$ cat src/rtl/lsu_pkg.sv
package lsu_pkg;
  typedef enum logic [2:0] {
    OP_LDBU = 3'd0,
    OP_LDB  = 3'd1,
    OP_LDHU = 3'd2,
    OP_LDW  = 3'd3,
    OP_STB  = 3'd4,
    OP_STW  = 3'd5,
    OP_RSV6 = 3'd6,
    OP_RSV7 = 3'd7
  } lsu_op_e;
endpackage

$ cat src/rtl/lsu_agen.sv
module lsu_agen #(
  parameter int DATA_W = 32,
  parameter int IMM_W  = 16
) (
  input  logic [DATA_W-1:0] base,
  input  logic [IMM_W-1:0]  offset,
  output logic [DATA_W-1:0] ea
);
  localparam int EXT_W = DATA_W - IMM_W;

  assign ea = base + {{EXT_W{offset[IMM_W-1]}}, offset};
endmodule

$ cat src/rtl/lsu_store_fmt.sv
module lsu_store_fmt
  import lsu_pkg::*;
#(
  parameter int DATA_W = 32
) (
  input  lsu_op_e                op,
  input  logic [$clog2(DATA_W/8)-1:0] off,
  input  logic [DATA_W-1:0]      sdata,
  output logic [DATA_W/8-1:0]    be,
  output logic [DATA_W-1:0]      wdata
);
  localparam int LANES = DATA_W / 8;
  localparam int OFF_W = $clog2(LANES);

  logic is_sb, is_sw;
  assign is_sb = (op == OP_STB);
  assign is_sw = (op == OP_STW);

  // big-endian: byte offset o lives in lane LANES-1-o
  for (genvar l = 0; l < LANES; l++) begin : g_lane
    assign be[l] = is_sw | (is_sb & (off == OFF_W'(LANES - 1 - l)));
    assign wdata[8*l +: 8] = is_sw ? sdata[8*l +: 8] : sdata[7:0];
  end
endmodule

$ cat src/rtl/lsu_load_fmt.sv
module lsu_load_fmt
  import lsu_pkg::*;
#(
  parameter int DATA_W = 32
) (
  input  logic                   clk,
  input  logic                   rst,
  input  logic                   vld_in,
  input  lsu_op_e                op,
  input  logic [$clog2(DATA_W/8)-1:0] off,
  input  logic [DATA_W-1:0]      rdata,
  output logic [DATA_W-1:0]      data_q,
  output logic                   vld_q
);
  localparam int LANES = DATA_W / 8;
  localparam int OFF_W = $clog2(LANES);

  logic [7:0]        bsel;
  logic [15:0]       hsel;
  logic [OFF_W-1:0]  hoff;
  logic [DATA_W-1:0] ext;

  assign hoff = {off[OFF_W-1:1], 1'b0};

  always_comb begin
    bsel = '0;
    for (int l = 0; l < LANES; l++) begin
      if (off == OFF_W'(LANES - 1 - l)) bsel = rdata[8*l +: 8];
    end
  end

  always_comb begin
    hsel = '0;
    for (int l = 1; l < LANES; l++) begin
      if (hoff == OFF_W'(LANES - 1 - l)) hsel = rdata[8*(l-1) +: 16];
    end
  end

  always_comb begin
    case (op)
      OP_LDBU: ext = {{(DATA_W-8){1'b0}}, bsel};
      OP_LDB:  ext = {{(DATA_W-8){bsel[7]}}, bsel};
      OP_LDHU: ext = {{(DATA_W-16){1'b0}}, hsel};
      OP_LDW:  ext = rdata;
      default: ext = '0;
    endcase
  end

  always_ff @(posedge clk) begin
    if (rst) begin
      vld_q  <= 1'b0;
      data_q <= '0;
    end else begin
      vld_q  <= vld_in;
      data_q <= vld_in ? ext : '0;
    end
  end
endmodule

$ cat src/rtl/be_lsu.sv
module be_lsu
  import lsu_pkg::*;
#(
  parameter int DATA_W = 32,
  parameter int IMM_W  = 16
) (
  input  logic                         clk,
  input  logic                         rst,
  input  logic                         req_valid,
  input  logic [2:0]                   req_op,
  input  logic [DATA_W-1:0]            req_base,
  input  logic [IMM_W-1:0]             req_offset,
  input  logic [DATA_W-1:0]            req_sdata,
  output logic [DATA_W-$clog2(DATA_W/8)-1:0] mem_addr,
  output logic [DATA_W/8-1:0]          mem_be,
  output logic                         mem_we,
  output logic                         mem_re,
  output logic [DATA_W-1:0]            mem_wdata,
  input  logic [DATA_W-1:0]            mem_rdata,
  output logic [DATA_W-1:0]            load_data,
  output logic                         load_valid
);
  localparam int LANES = DATA_W / 8;
  localparam int OFF_W = $clog2(LANES);

  lsu_op_e             op_in;
  logic [DATA_W-1:0]   ea;
  logic                is_ld, is_st;
  logic [LANES-1:0]    be_c;
  logic [DATA_W-1:0]   wd_c;

  lsu_op_e             t1_op, t2_op;
  logic [OFF_W-1:0]    t1_off, t2_off;
  logic                t2_vld;

  assign op_in = lsu_op_e'(req_op);
  assign is_ld = req_valid && (op_in inside {OP_LDBU, OP_LDB, OP_LDHU, OP_LDW});
  assign is_st = req_valid && (op_in inside {OP_STB, OP_STW});

  lsu_agen #(.DATA_W(DATA_W), .IMM_W(IMM_W)) u_agen (
    .base   (req_base),
    .offset (req_offset),
    .ea     (ea)
  );

  lsu_store_fmt #(.DATA_W(DATA_W)) u_stfmt (
    .op    (op_in),
    .off   (ea[OFF_W-1:0]),
    .sdata (req_sdata),
    .be    (be_c),
    .wdata (wd_c)
  );

  // stage 1: memory port; stage 2: wait for registered read data
  always_ff @(posedge clk) begin
    if (rst) begin
      mem_addr  <= '0;
      mem_be    <= '0;
      mem_we    <= 1'b0;
      mem_re    <= 1'b0;
      mem_wdata <= '0;
      t1_op     <= OP_LDBU;
      t1_off    <= '0;
      t2_vld    <= 1'b0;
      t2_op     <= OP_LDBU;
      t2_off    <= '0;
    end else begin
      mem_addr  <= ea[DATA_W-1:OFF_W];
      mem_be    <= is_st ? be_c : '0;
      mem_we    <= is_st;
      mem_re    <= is_ld;
      mem_wdata <= wd_c;
      t1_op     <= op_in;
      t1_off    <= ea[OFF_W-1:0];
      t2_vld    <= mem_re;
      t2_op     <= t1_op;
      t2_off    <= t1_off;
    end
  end

  lsu_load_fmt #(.DATA_W(DATA_W)) u_ldfmt (
    .clk    (clk),
    .rst    (rst),
    .vld_in (t2_vld),
    .op     (t2_op),
    .off    (t2_off),
    .rdata  (mem_rdata),
    .data_q (load_data),
    .vld_q  (load_valid)
  );
endmodule

$ cat config.mk
export PLATFORM = sky130hd
export DESIGN_NAME = be_lsu
export DESIGN_NICKNAME = d
export VERILOG_FILES = /design/src/rtl/lsu_pkg.sv /design/src/rtl/lsu_agen.sv /design/src/rtl/lsu_store_fmt.sv /design/src/rtl/lsu_load_fmt.sv /design/src/rtl/be_lsu.sv
export SDC_FILE = /design/constraint.sdc
export NUM_CORES = 1
export LEC_CHECK = 0
export ABC_AREA = 1
export CAP_MARGIN = 20
export CORE_ASPECT_RATIO = 1.2
export CORE_MARGIN = 3
export CORE_UTILIZATION = 43
export CTS_CLUSTER_SIZE = 24
export DETAILED_ROUTE_END_ITERATION = 12
export PLACE_DENSITY = 0.77
export SLEW_MARGIN = 30
export SYNTH_ARGS = -nofsm -noshare
export SYNTH_HDL_FRONTEND = slang
export SYNTH_SLANG_ARGS = --single-unit
$ cat constraint.sdc
create_clock -name clk -period 2.7 [get_ports clk]
set_clock_uncertainty 0.15 [all_clocks]
set_input_delay 0.54 -clock clk [delete_from_list [all_inputs] [get_ports clk]]
set_output_delay 0.54 -clock clk [all_outputs]
set_load 0.005 [all_outputs]
# Yosys cells after proc, flatten, opt, wreduce, memory -nomap -nowiden
# Cells that the tools add are included.
# W data, S select, Z words.
# op_classes
addsub	1
multipliers	0
div	0
n_lt_le_gt_ge	0
eq_ne	14
shift	0
muxes	10
bitwise_logic	10
n_reduce_logical	11
# op_table
op	count
$pmux W32 S4	1
$mux W8	7
$add A32 B32 Y32	1
$mux W16	2
$eq A3 B2 Y1 const B	4
$eq A2 B2 Y1 const B	4
$eq A3 B1 Y1 const B	2
$eq A3 B3 Y1 const B	2
$logic_not A2 Y1	3
$logic_not A3 Y1	2
$and A1 B1 Y1	4
$eq A2 B1 Y1 const B	2
$or A1 B1 Y1	4
$reduce_bool A4 Y1	1
$reduce_or A2 Y1	2
$logic_and A1 B1 Y1	2
$not A1 Y1	2
$reduce_bool A2 Y1	1
# word_totals
reg_bits	112
latchBits	0
mem_bits_rw	0
romBits	0
in_bits	118
elab_cells	58
memories	0

# Depth between registers and ports, before layout
# depth
depth_word	6
depth_mapped	13
ltp_nobuf	13

# Modules after synthesis
# From an unflattened synthesis, not the netlist that was laid out.
# unflattened
hier_cells	1053
hier_area_um2	6809.0
# by_module_without_submodules
module	n_inst	cells_per_inst	area_each_um2
lsu_agen	1	494	2384.8
be_lsu	1	246	2289.7
lsu_load_fmt	1	227	1639.1
lsu_store_fmt	1	86	495.5

# Least setup slack after synthesis
# No wires, ideal clock.
# synth_timing
path_type	input port to flip-flop
from	input port req_base[0]
to	register mem_addr[14]
arrival_time_ns	1.851
required_ns	2.432
setup_slack_ns	0.582
stages	11
n_path_buf	0
path_cell_list	ha_1 inv_1 fa_1 inv_1 nand3_1 nand3_1 nand2_1 a21oi_1 nor2_1 o21ai_0 nor2_1
# synth_between
elab_chain_cells	1
# synth_lines
element	line_no	text
start: declaration	be_lsu.sv:11	input logic [DATA_W-1:0] req_base,
$add A32 B32 Y32	lsu_agen.sv:11	assign ea = base + {{EXT_W{offset[IMM_W-1]}}, offset};
end signal: assignment	be_lsu.sv:68	mem_addr <= ea[DATA_W-1:OFF_W];
end: declaration	be_lsu.sv:14	output logic [DATA_W-$clog2(DATA_W/8)-1:0] mem_addr,
# Every way passes these cells.
# A chain may end at the register's enable or synchronous reset.

# Final worst setup path
# layout_timing
from	input port req_offset[0]
to	register mem_addr[14]
# layout_between
elab_chain_cells	1
# layout_lines
element	line_no	text
start: declaration	be_lsu.sv:12	input logic [IMM_W-1:0] req_offset,
$add A32 B32 Y32	lsu_agen.sv:11	
# Every way passes these cells.

==> results.md <==
* CTS max path bufs at 2
* Setup-failing EPs final at 0
* Crit path launch type: input port
* Share of the synthesized area in the top cell type at a little under two fifths
* Synth Area per Inst at between 6 and 7 µm²
* Pin slew with the least headroom to its limit at approximately 0.52 ns
* Max Fanout on Critical Path at 3
* Setup CP Type: in2reg
* Cell depth of the worst setup path at 12
* CP Buf/Inv Count at 3
* Vias in the first global route at roughly 6,200
* Htree depth at 3
* Nets at between 1,000 and 1,500
* Vias per cell at about 4.9
* Synth Area in Simple Gates at between 20 and 30%
* Slowest CP cell: clkdlybuf4s50_1
* Area Overhead vs Synth at 46.8%
* GRT Util Overall at 24.4%
* Flops & latches, synth at between 100 and 150
* MaxCap Viol Count at 0
* Die area at 15,500 µm²
* Clk_lat worst skew at approximately 0.36 ns
* Dpl cells at between 1,000 and 1,500
* CTS tree: done
* Post-Synthesis Cell Area at roughly 6000 µm²
* Logic pwr share at 25.7%
* Root buf cell: clkbuf_16
* Status: completed
* Rows at 46
* Clock Power Share at 32.3%
* Gate Count Post-Synth at ~930
* Slew HR at 65.0%
* Detailed Route Iter0 Violations at 512
* Reg-to-Reg End: u_ldfmt.data_q[11]
* CP endpoint kind: register
* WL final at 18,900 µm
* Sequential power share at 42.0%
* Maximum vdd ir drop at 0.000392 V
* Xor and xnor area share after synthesis at less than 1%
* Sw power at about 1.3 mW
* Top cells by area, synth: dfxtp_1 (37%), nand2_1 (18%), inv_1 (9.7%)
* RR Startpoint: t2_off[1]
* DRC at 0
* Setup Buffers After CTS at 0
* # clock sinks at roughly 110
* Placer Congestion at ~0.94
* Unrepaired setup endpoints after global routing: false
* Critical Path Sink: mem_addr[14]
* Largest family of logic cells by synthesized area: simple AND/OR/NAND/NOR gates
* Placeable Area at 13,500 µm²
* Fin. Hold Viols at 0
* Final HPWL DP at around 15,000 µm
* Initial antenna violation count at 0
* Switching Fraction at between 30% and 40%
* PortBufs at about 220
* Wire per inst at between 10 and 15 µm
* Post-synth net total at 1,077
* Final hold slack at 0.252 ns
* First-pass detailed-route iteration total at 5
* Via count at approximately 6,500
* LEAKAGE at around 4.2 nW
* Final ANT Viol Nets at 0
* Slowest cell delay on critical path at 0.49 ns
* Overflow after GRT at 0
* Post-synthesis mux area share at 0%
* Final period util at a little over 90%
* I/O pin total at between 200 and 250
* Ant diodes at 0
* Reg2Reg Depth at 6
* First-pass GRT wire length at 30,200 µm
* Worst path cell trace: clkdlybuf4s50_1 -> ha_1 -> inv_1 -> fa_1 -> inv_1 -> nand3_1 -> nand3_1 -> nand2_1 -> a21oi_1 -> nor2_1 -> o21ai_0 -> nor2_1
* Synth area leader: dfxtp_1
* Layout cell share with drive strength beyond 1 at around 5.1%
* Placement Cell Area at ~8500 µm²
* Clock slew at reported path FFs at roughly 0.070 ns
* CP delay by family, top: buffers and inverters
* Critical path required time at roughly 2.8 ns
* Fin. max-slew vios at 0
* Synth Area in Adders at around 6.8%
* Post-CTS sizing at 0
* Starting Density at 44.7%
* Synth Warn # at 0
* Critical Path Start: req_offset[0]
* HP Class: reg2reg
* Die height at between 100 and 150 µm
* Pwr Density at 481 nW/µm²
* Library cells used by synthesis at 32
* Non-filler cells, final at between 1,000 and 1,500
* P_int at around 3.0 mW
* Max Freq at around 400 MHz
* CP arrival at about 2.6 ns
* Largest net degree at the start of global routing at 33
* Fin crit period at 2.53 ns
* CTS buffer count at 9
* R2R Setup Slk at around 0.92 ns
* Die W at 114 µm
* CTS Hold Bufs at 0
* Compound-Gate Fraction of Synth Area at between 10% and 20%
* Final instance area at between 8000 and 9000 µm²
* Seq/Total Area, Yosys at 37.3%
cell usage in the layout, fill, tap and decap left out, drive strengths merged:
cell and n:
buf 29, a21boi 2, clkinv 2, ha 31, a22oi 8, nor3 16, o21bai 3, nand3 29
a21o 2, o21ai 22, clkbuf 10, nand3b 3, fa 1, xnor2 1, and2 1, nor2 101
a21oi 116, inv 163, o211ai 8, clkdlybuf4s50 218, dfxtp 112, nand2 289, nand4 2
sequential cells by signal, summed over array words and instances, names as in the netlist:
register and cells:
mem_be 4, t2_op 3, t2_off 2, mem_we 1, u_ldfmt.vld_q 1, mem_re 1
t1_off 2, mem_wdata 32, t2_vld 1, t1_op 3, mem_addr 30, u_ldfmt.data_q 32
how the worst min path moves through the flow:
| stage | startpoint | to | slack (ns) | cells past startpoint |
|---|---|---|---|---|
| final | t1_op[2] | t2_op[2] | 0.25 | 2 |
| after floorplan | t1_off[0] | t2_off[0] | 0.24 | 2 |
| after detailed placement | t1_op[2] | t2_op[2] | 0.24 | 2 |
| after global routing | t1_off[0] | t2_off[0] | 0.27 | 2 |
| after CTS | t1_off[0] | t2_off[0] | 0.25 | 2 |
| after global placement | t1_op[2] | t2_op[2] | 0.24 | 2 |
metal layers:
layer	track usage (%)	share of wire (%)	routed length (µm)
met5	0	0	0
met4	11.6	4.0	750
met1	28.6	40	7670
met2	43.1	50	9380
met3	3.75	6.0	1140
area by class of cell:
cell class,count,area [µm²]
fill,1236,4640
multi-input combinational,635,3060
clock buffer,10,239
inverter,159,597
clock inverter,6,67.6
timing repair buffer,247,2410
tap,168,210
sequential,112,2240
synth_stat cells (all sizes together):
master and count:
and2 1, a21oi 116, o21bai 3, inv 159, a21o 2, xnor2 1, o21ai 22, a22oi 8
nand3 29, nor2 101, buf 17, nand2 289, a21boi 2, dfxtp 112, nor3 16, nand4 2
o211ai 8, clkbuf 4, nand3b 3, ha 31, fa 1
tightest hold or removal path, delay by kind of cell, from the launching register on:
family / cells / cell delay (ns)
DFF: 1 / 0.30
buffers and inverters: 1 / 0.04
and+or+nand+nor: 1 / 0.03
cells by family (layout without fill, tap and decap cells):
logic type / Yosys count / count (layout)
adders and majority gates: 32 / 32
AOI/OAI and AO/OA: 161 / 161
buffers and inverters: 180 / 422
xor gates and xnor gates: 1 / 1
DFF: 112 / 112
and+or+nand+nor: 441 / 441
power groups by stage:
stage	Sequential, mW	Combinational (mW)	Clock, mW
floorplan	1.82	0.518	0
global placement	1.82	1.08	0
detailed placement	1.82	1.09	0
CTS	1.78	1.09	1.40
global route	1.79	1.22	1.46
finish	1.78	1.09	1.37
through the flow:
step           setup TNS (ns)  total power, mW  util, %  setup WS, ns
6_report                    0             4.25     65.6         0.175
3_3_place_gp           -0.433             2.90     63.3       -0.0795
4_1_cts                     0             4.28     65.6         0.228
3_5_place_dp           -0.918             2.91     63.3        -0.145
5_1_grt                     0             4.47     65.6       0.00979
2_1_floorplan               0             2.34        -         0.582
(Power assumes the default switching activity.)
